===== src/rtl/muldiv_pkg.sv =====
package muldiv_pkg;

    typedef enum logic {
        OP_MUL = 1'b0,
        OP_DIV = 1'b1
    } md_op_e;

    typedef enum logic [1:0] {
        S_IDLE = 2'd0,
        S_CALC = 2'd1,
        S_WAIT = 2'd2
    } md_state_e;

endpackage


===== src/rtl/muldiv_ctrl.sv =====
module muldiv_ctrl
    import muldiv_pkg::*;
#(
    parameter int MUL_ITER = 8,
    parameter int DIV_ITER = 16,
    parameter int MUL_LAT  = 16,
    parameter int DIV_LAT  = 25
) (
    input  logic   clk,
    input  logic   rst_n,
    input  logic   start,
    input  md_op_e op_sel,
    output logic   busy,
    output logic   load,
    output logic   step_mul,
    output logic   step_div,
    output logic   finish,
    output md_op_e op_q
);
    // Each latency must exceed its iteration count by at least one cycle.
    localparam int LAT_MAX = (MUL_LAT > DIV_LAT) ? MUL_LAT : DIV_LAT;
    localparam int CW      = $clog2(LAT_MAX + 1);

    md_state_e       state_q, state_n;
    logic [CW-1:0]   cyc_q, cyc_n;
    logic [CW-1:0]   iter_lim, lat_lim;
    logic            step;

    // State register
    always_ff @(posedge clk) begin
        if (!rst_n) begin
            state_q <= S_IDLE;
            cyc_q   <= '0;
            op_q    <= OP_MUL;
        end else begin
            state_q <= state_n;
            cyc_q   <= cyc_n;
            if (load) begin
                op_q <= op_sel;
            end
        end
    end

    // Next state and outputs
    always_comb begin
        state_n  = state_q;
        cyc_n    = cyc_q;
        load     = 1'b0;
        step     = 1'b0;
        finish   = 1'b0;
        iter_lim = (op_q == OP_DIV) ? CW'(DIV_ITER) : CW'(MUL_ITER);
        lat_lim  = (op_q == OP_DIV) ? CW'(DIV_LAT)  : CW'(MUL_LAT);
        unique case (state_q)
            S_IDLE: begin
                if (start) begin
                    load    = 1'b1;
                    cyc_n   = CW'(1);
                    state_n = S_CALC;
                end
            end
            S_CALC: begin
                step  = 1'b1;
                cyc_n = cyc_q + CW'(1);
                if (cyc_q == iter_lim) begin
                    state_n = S_WAIT;
                end
            end
            S_WAIT: begin
                if (cyc_q == lat_lim) begin
                    finish  = 1'b1;
                    cyc_n   = '0;
                    state_n = S_IDLE;
                end else begin
                    cyc_n = cyc_q + CW'(1);
                end
            end
            default: begin
                state_n = S_IDLE;
                cyc_n   = '0;
            end
        endcase
    end

    assign busy     = (state_q != S_IDLE);
    assign step_mul = step && (op_q == OP_MUL);
    assign step_div = step && (op_q == OP_DIV);

endmodule


===== src/rtl/muldiv_mul_engine.sv =====
module muldiv_mul_engine #(
    parameter int DW = 8
) (
    input  logic            clk,
    input  logic            rst_n,
    input  logic            load,
    input  logic            step,
    input  logic [DW-1:0]   mcand_in,
    input  logic [DW-1:0]   mplier_in,
    output logic [2*DW-1:0] product
);
    logic [DW-1:0] mcand_q;
    logic [DW-1:0] hi_q;
    logic [DW-1:0] lo_q;
    logic [DW:0]   addend;
    logic [DW:0]   sum;

    // Add the multiplicand when the current multiplier bit is set.
    always_comb begin
        addend = lo_q[0] ? {1'b0, mcand_q} : '0;
        sum    = {1'b0, hi_q} + addend;
    end

    always_ff @(posedge clk) begin
        if (!rst_n) begin
            mcand_q <= '0;
            hi_q    <= '0;
            lo_q    <= '0;
        end else if (load) begin
            mcand_q <= mcand_in;
            hi_q    <= '0;
            lo_q    <= mplier_in;
        end else if (step) begin
            // The carry drops into the high half and the used bit leaves the low half.
            {hi_q, lo_q} <= {sum, lo_q[DW-1:1]};
        end
    end

    assign product = {hi_q, lo_q};

endmodule


===== src/rtl/muldiv_div_engine.sv =====
module muldiv_div_engine #(
    parameter int DW = 8
) (
    input  logic            clk,
    input  logic            rst_n,
    input  logic            load,
    input  logic            step,
    input  logic [2*DW-1:0] dividend_in,
    input  logic [DW-1:0]   divisor_in,
    output logic [2*DW-1:0] quotient,
    output logic [DW-1:0]   remainder
);
    logic [DW-1:0]   dvs_q;
    logic [DW-1:0]   rem_q;
    logic [2*DW-1:0] quo_q;
    logic [DW:0]     trial;
    logic [DW:0]     diff;
    logic            fits;

    // Bring in the next dividend bit and try a subtraction.
    // A zero divisor always fits, which yields all ones and the low dividend byte.
    always_comb begin
        trial = {rem_q, quo_q[2*DW-1]};
        diff  = trial - {1'b0, dvs_q};
        fits  = (trial >= {1'b0, dvs_q});
    end

    always_ff @(posedge clk) begin
        if (!rst_n) begin
            dvs_q <= '0;
            rem_q <= '0;
            quo_q <= '0;
        end else if (load) begin
            dvs_q <= divisor_in;
            rem_q <= '0;
            quo_q <= dividend_in;
        end else if (step) begin
            rem_q <= fits ? diff[DW-1:0] : trial[DW-1:0];
            quo_q <= {quo_q[2*DW-2:0], fits};
        end
    end

    assign quotient  = quo_q;
    assign remainder = rem_q;

endmodule


===== src/rtl/muldiv_seq.sv =====
module muldiv_seq
    import muldiv_pkg::*;
#(
    parameter int DW      = 8,
    parameter int MUL_LAT = 16,
    parameter int DIV_LAT = 25
) (
    input  logic            clk,
    input  logic            rst_n,
    input  logic            start,
    input  logic            op_sel,
    input  logic [2*DW-1:0] pair_in,
    input  logic [DW-1:0]   c_in,
    output logic            busy,
    output logic            done,
    output logic [2*DW-1:0] word_out,
    output logic [DW-1:0]   byte_out
);
    localparam int MUL_ITER = DW;
    localparam int DIV_ITER = 2 * DW;

    logic            load, step_mul, step_div, finish;
    md_op_e          op_q;
    logic [2*DW-1:0] product, quotient;
    logic [DW-1:0]   remainder;
    logic [DW-1:0]   side_q;
    logic [2*DW-1:0] word_q;
    logic [DW-1:0]   byte_q;
    logic            done_q;

    muldiv_ctrl #(
        .MUL_ITER (MUL_ITER),
        .DIV_ITER (DIV_ITER),
        .MUL_LAT  (MUL_LAT),
        .DIV_LAT  (DIV_LAT)
    ) u_ctrl (
        .clk      (clk),
        .rst_n    (rst_n),
        .start    (start),
        .op_sel   (md_op_e'(op_sel)),
        .busy     (busy),
        .load     (load),
        .step_mul (step_mul),
        .step_div (step_div),
        .finish   (finish),
        .op_q     (op_q)
    );

    muldiv_mul_engine #(.DW(DW)) u_mul (
        .clk       (clk),
        .rst_n     (rst_n),
        .load      (load),
        .step      (step_mul),
        .mcand_in  (pair_in[2*DW-1:DW]),
        .mplier_in (pair_in[DW-1:0]),
        .product   (product)
    );

    muldiv_div_engine #(.DW(DW)) u_div (
        .clk         (clk),
        .rst_n       (rst_n),
        .load        (load),
        .step        (step_div),
        .dividend_in (pair_in),
        .divisor_in  (c_in),
        .quotient    (quotient),
        .remainder   (remainder)
    );

    // Result registers change only on the finishing edge.
    always_ff @(posedge clk) begin
        if (!rst_n) begin
            side_q <= '0;
            word_q <= '0;
            byte_q <= '0;
            done_q <= 1'b0;
        end else begin
            done_q <= finish;
            if (load) begin
                side_q <= c_in;
            end
            if (finish) begin
                word_q <= (op_q == OP_DIV) ? quotient  : product;
                byte_q <= (op_q == OP_DIV) ? remainder : side_q;
            end
        end
    end

    assign done     = done_q;
    assign word_out = word_q;
    assign byte_out = byte_q;

endmodule


===== config.mk =====
export PLATFORM = sky130hd
export DESIGN_NAME = muldiv_seq
export DESIGN_NICKNAME = d
export VERILOG_FILES = /design/src/rtl/muldiv_pkg.sv /design/src/rtl/muldiv_ctrl.sv /design/src/rtl/muldiv_mul_engine.sv /design/src/rtl/muldiv_div_engine.sv /design/src/rtl/muldiv_seq.sv
export SDC_FILE = /design/constraint.sdc
export NUM_CORES = 1
export LEC_CHECK = 0
export ABC_AREA = 1
export BUFFER_PORTS_ARGS = -buffer_cell sky130_fd_sc_hd__clkbuf_2
export CELL_PAD_IN_SITES_DETAIL_PLACEMENT = 1
export CELL_PAD_IN_SITES_GLOBAL_PLACEMENT = 2
export CORE_AREA = 2 2 121 123
export CTS_CLUSTER_DIAMETER = 60
export DETAILED_ROUTE_END_ITERATION = 6
export DIE_AREA = 0 0 123 125
export PLACE_DENSITY_LB_ADDON = 0.1
export SLEW_MARGIN = 40
export SYNTH_ARGS = -nofsm -noshare
export SYNTH_HDL_FRONTEND = slang
export SYNTH_SLANG_ARGS = --single-unit

===== constraint.sdc =====
create_clock -name clk -period 2.6 [get_ports clk]
set_input_delay 0.52 -clock clk [delete_from_list [all_inputs] [get_ports clk]]
set_output_delay 0.52 -clock clk [all_outputs]
set_load 0.02 [all_outputs]

==> results.json, run 1 <==
{
  "outcome": "complete, no violations",
  "timing.final.max_slew_violations": 0,
  "ant_nets": 0,
  "coreArea_um2": 14200,
  "crit_type": "flip-flop to flip-flop",
  "synth_top_area_frac": 0.393,
  "clk_pin_slew_ns": 0.07,
  "cap_violations": 0,
  "synth.avg_cell_area_um2": 7.04,
  "crit_slowest_cell": "dfxtp_1",
  "postSynthCellCount": 644,
  "p_sw_frac": 0.298,
  "start_kind": "flip-flop",
  "grt_overflow": 0,
  "first_pass_iters": 4,
  "multi_input_area_um2": 2240,
  "synth_edf_count": 0,
  "die_area_um2": 15400,
  "grt_pass1_wl_mm": 22.5,
  "grt_antenna_before_repair": 0,
  "start_util": 0.319,
  "fin_nets": 736,
  "tritoncts": "yes",
  "num_rows": 44,
  "cts_hold_buf": 0,
  "finalPower_mw": 3.38,
  "synthArstFlopShare": 0,
  "synth.yosys.warnings": 0,
  "p_per_area_nw_per_um2": 644,
  "cts_inserted_buffers": 9,
  "avgRoutedWirePerCell_um": 15.1,
  "seqCellArea_um2": 1780,
  "ys_seq_area_frac": 0.393,
  "cp_top_family": "adder cells",
  "synthTopCellsByCount": "nand2_1 (165), inv_1 (90), dfxtp_1 (89), o21ai_0 (71), a21oi_1 (59)",
  "clk_latency_ns": 0.35,
  "grtUsageTotal": 0.186,
  "vias_per_cell": 4.87,
  "p_clk_frac": 0.395,
  "worst_pin_slew_ns": 0.473,
  "ios": 54,
  "syn_nets": 692,
  "ys_ff_latch": 89,
  "wl_mm": 13.3,
  "worst_path_most_repeated_cell": "nand2_1",
  "p_leak_nw": 2.38,
  "p_switching_mw": 1.01,
  "io_buffer_count": 53,
  "post_cts_resized": 0,
  "critical_path.max_stage_delay_ns": 0.43,
  "clock_sinks": 89,
  "vdd_drop_max_v": 0.000312,
  "yosysMostFrequentCell": "nand2_1",
  "synth_top_area_cell": "dfxtp_1",
  "hold_viol_final": 0,
  "fin_worst_skew_ns": 0.0118,
  "drt_iter0_markers": 161,
  "drive_gt1_frac": 0.141,
  "critPathRequiredTime_ns": 2.84,
  "fillers": 1839,
  "period_minus_slack_ns": 2.02,
  "grt_pass1_vias": 4453,
  "hpwl_mm": 9.83,
  "max_slew_margin": 0.683,
  "hold_class": "primary input to flip-flop",
  "power_frac_seq": 0.443,
  "final.setup.tns_ns": 0,
  "grt_max_degree": 39,
  "path_buf_inv": 1,
  "post_cts_buffers": 0,
  "yosys-top-cells-area": "dfxtp_1 (39%), nand2_1 (14%), o21ai_0 (7.8%), inv_1 (7.4%), a21oi_1 (6.5%)",
  "synth_area_um2": 4540,
  "dpl_cell_area_um2": 4950,
  "h-tree-depth": 3,
  "internal_power_mw": 2.37,
  "routed-via-count": 4275,
  "rsz0062_at_grt": "no",
  "drc": 0,
  "n_antenna_cell": 0,
  "crit_arrival_ns": 2.25,
  "end_kind": "flip-flop",
  "clock-root-buffer": "clkbuf_16",
  "cts_max_path_buffers": 2,
  "dieWidth_um": 123,
  "fmax_mhz": 496,
  "critPathMaxFanout": 10,
  "final_cell_area_um2": 5240,
  "die_h_um": 125,
  "setup_viol": 0,
  "synthFlopType": "dfxtp_1",
  "area_delta_synth_final_pct": 15.6,
  "worstPathCellList": "nand2_1, inv_1, ha_1, fa_1, nand3_1, nand2_1, a21oi_1, o21ai_0, nand2_1, a21oi_1",
  "pwr-share-comb": 0.162,
  "routabilityCongestion": 0.809,
  "post_synth_num_cell_types": 32,
  "fin_crit_sh": 0.775
}
logic make-up (layout without fill, tap and decap cells):
group                      count (synthesis)  after routing  share of synthesized area
DFF                                       89             89                      0.393
adders and majority gates                 20             20                     0.0585
AOI/OAI and AO/OA                        174            174                      0.206
and+or+nand+nor                          228            228                      0.213
xor gates and xnor gates                   9              9                     0.0174
buffers and inverters                    124            173                      0.113
registers in the layout (all words and copies together) (netlist names):
register,flops
done,1
u_mul.hi_q,8
u_div.quotient,16
word_out,16
u_ctrl.state_q,2
byte_out,8
u_mul.lo_q,8
u_div.remainder,8
u_div.dvs_q,8
u_mul.mcand_q,8
u_ctrl.cyc_q,5
u_ctrl.op_q,1
worst reg2reg max path, stage by stage, from the launching register on:
cell and delay, ns:
dfxtp_1 0.43, nand2_1 0.12, inv_1 0.04, ha_1 0.22
fa_1 0.42, nand3_1 0.10, nand2_1 0.09, a21oi_1 0.22
o21ai_0 0.13, nand2_1 0.08, a21oi_1 0.05
per-stage QoR:
step           hold WS, ns  setup WS, ns   util  cells
6_report             0.445         0.585  0.369    877
3_5_place_dp         0.440         0.551  0.348    861
5_1_grt              0.458         0.458  0.369    877
4_1_cts              0.418         0.572  0.369    877
3_3_place_gp         0.431         0.620  0.348    861
2_1_floorplan        0.443         0.770      -    644
power by group through the flow:
stage | Clock (mW) | Combinational, mW | Sequential (mW)
after floorplan | 0 | 0.418 | 1.50
after global placement | 0 | 0.548 | 1.52
after detailed placement | 0 | 0.557 | 1.53
after CTS | 1.38 | 0.561 | 1.49
after global routing | 1.44 | 0.640 | 1.50
final | 1.33 | 0.548 | 1.49
area by class of cell:
type	count	area share
sequential	89	0.340
tap	184	0.0439
clock inverter	6	0.0126
multi-input combinational	431	0.428
timing repair buffer	63	0.0649
inverter	94	0.0673
clock buffer	10	0.0437
cells in the final DEF, fill, tap and decap left out, types with 10 or more instances in the layout:
cell,netlist,final
o21ai_0,71,71
buf_4,4,10
nand3_1,25,25
nand2_1,165,165
a31oi_1,26,26
ha_1,18,18
dfxtp_1,89,89
nor2_1,17,17
clkbuf_2,0,53
a21oi_1,59,59
inv_1,90,90
path summary, 6_finish.rpt:
check	end	from	slack, ns	depth (start not counted)
min reg2reg	byte_out[4]	byte_out[4]	0.45	2
min	u_mul.mcand_q[1]	pair_in[9]	0.45	3
max reg2reg	u_mul.hi_q[7]	u_mul.lo_q[0]	0.58	10
max	u_mul.hi_q[7]	u_mul.lo_q[0]	0.58	10
layer usage:
layer  track usage  up-vias  wire length (µm)
met5             0        -                 0
met4        0.0421        0               151
met3        0.0429        9               431
met2         0.327       62              6530
met1         0.230     2027              6150
li1              -     2177                 -
No activity file was read; power rests on OpenSTA's default activity.
==> run 2: changes to the inputs <==
==> constraint.sdc (replaced) <==
create_clock -name clk -period 2.1 [get_ports clk]
set_input_delay 0.42 -clock clk [delete_from_list [all_inputs] [get_ports clk]]
set_output_delay 0.42 -clock clk [all_outputs]
set_load 0.02 [all_outputs]
==> results.json, run 2 (synthesis gave the netlist of run 1 again) <==
{
  "outcome": "complete, no violations",
  "crit_arrival_ns": 2.12,
  "rsz0062_at_grt": "no",
  "drc": 0,
  "grt_antenna_before_repair": 0,
  "timing.final.max_slew_violations": 0,
  "most-common-layout-cells": "nand2_1 (165), inv_1 (90), dfxtp_1 (89)",
  "power_frac_seq": 0.433,
  "worstPathCellList": "inv_1, ha_1, fa_1, nor2_1, nor2_1, nor2_1, o21ai_0, nand3_1, nand3_1, nand2_1, inv_1",
  "pre_cts_slack_ns": 0.239,
  "tritoncts": "yes",
  "start_kind": "flip-flop",
  "p_clk_frac": 0.404,
  "routabilityCongestion": 0.827,
  "p_sw_frac": 0.287,
  "hold_viol_final": 0,
  "hp-start": "pair_in[10]",
  "finalPower_mw": 4.28,
  "period_minus_slack_ns": 1.87,
  "pwr-share-comb": 0.163,
  "cts_max_path_buffers": 2,
  "die_area_um2": 15400,
  "hpwl_mm": 9.88,
  "hold_class": "primary input to flip-flop",
  "path_buf_inv": 2,
  "ant_nets": 0,
  "die_h_um": 125,
  "crit_type": "flip-flop to flip-flop",
  "fin_crit_sh": 0.892,
  "grt_overflow": 0,
  "avgRoutedWirePerCell_um": 15.1,
  "ios": 54,
  "clock_sinks": 89,
  "worst_pin_slew_ns": 0.529,
  "num_rows": 44,
  "h-tree-depth": 3,
  "grtUsageTotal": 0.186,
  "final.setup.tns_ns": 0,
  "vdd_drop_max_v": 0.000364,
  "critical_path.max_stage_delay_ns": 0.43,
  "fin_ws_ns": 0.226,
  "grt_max_degree": 50,
  "max_slew_margin": 0.646,
  "clk_pin_slew_ns": 0.07,
  "vias_per_cell": 4.83,
  "first_pass_iters": 4,
  "setup_viol": 0,
  "grt_pass1_wl_mm": 22.1,
  "area_delta_synth_final_pct": 17.0,
  "p_switching_mw": 1.23,
  "end_kind": "flip-flop",
  "final_common_cell": "nand2_1",
  "drt_iter0_markers": 174,
  "internal_power_mw": 3.05,
  "fmax_mhz": 534,
  "drive_gt1_frac": 0.148,
  "n_antenna_cell": 0,
  "fillers": 1828,
  "routed-via-count": 4258,
  "critPathRequiredTime_ns": 2.35,
  "coreArea_um2": 14200,
  "critPathMaxFanout": 3,
  "clk_latency_ns": 0.35,
  "p_per_area_nw_per_um2": 806,
  "fin_nets": 741,
  "wl_mm": 13.3,
  "dpl_cell_area_um2": 5000,
  "post_cts_resized": 0,
  "crit_slowest_cell": "fa_1",
  "post_cts_buffers": 0,
  "cap_violations": 0,
  "final_cell_area_um2": 5310,
  "clock-root-buffer": "clkbuf_16",
  "io_buffer_count": 53,
  "r2r-start": "u_div.quotient[15]",
  "start_util": 0.319,
  "dieWidth_um": 123,
  "p_leak_nw": 2.43,
  "cts_hold_buf": 0,
  "worst_path_most_repeated_cell": "nor2_1",
  "grt_pass1_vias": 4360,
  "fin_worst_skew_ns": 0.00612,
  "utilization": 0.374,
  "cp_top_family": "adder cells",
  "cts_inserted_buffers": 9,
  "cp-startpoint": "u_div.quotient[15]"
}
run 2: worst paths after layout:
path                            depth (start not counted)  slack (ns)            endpoint
worst max-delay path                                   11        0.23  u_div.remainder[6]
worst min-delay path                                    3        0.34    u_mul.mcand_q[2]
worst max register to register                         11        0.23  u_div.remainder[6]
worst min register to register                          2        0.44         word_out[5]
run 2: worst reg2reg max path, cell delays in order (launching register included):
cell and delay (ns):
dfxtp_1 0.33, inv_1 0.08, ha_1 0.24, fa_1 0.43, nor2_1 0.13, nor2_1 0.07, nor2_1 0.16, o21ai_0 0.10
nand3_1 0.07, nand3_1 0.07, nand2_1 0.06, inv_1 0.03
run 2: cell type report:
cell class	instances	area, µm²	area share
Multi-Input combinational cell	431	2240	0.423
Inverter	94	353	0.0665
Clock buffer	9	225	0.0424
Tap cell	184	230	0.0434
Clock inverter	6	83.8	0.0158
Sequential cell	89	1780	0.336
Timing Repair Buffer	68	390	0.0736
run 2: power groups by stage:
stage	combinational (mW)	clock, mW	sequential [mW]
after floorplan	0.517	0	1.86
after global placement	0.699	0	1.89
after detailed placement	0.706	0	1.89
after CTS	0.711	1.79	1.85
after global routing	0.801	1.87	1.86
final	0.697	1.73	1.85
run 2: metrics by stage:
stage               hold slack (ns)  cells
finish                        0.340    881
global route                  0.353    881
CTS                           0.328    881
detailed placement            0.436    866
global placement              0.432    866
floorplan                     0.443    644
run 2: metal layers:
metal | global-route usage | wire (µm) | vias up
met5 | 0 | 0 | -
met4 | 0.0668 | 238 | 0
met3 | 0.0283 | 302 | 14
met2 | 0.321 | 6700 | 54
met1 | 0.231 | 6080 | 2009
li1 | - | - | 2181
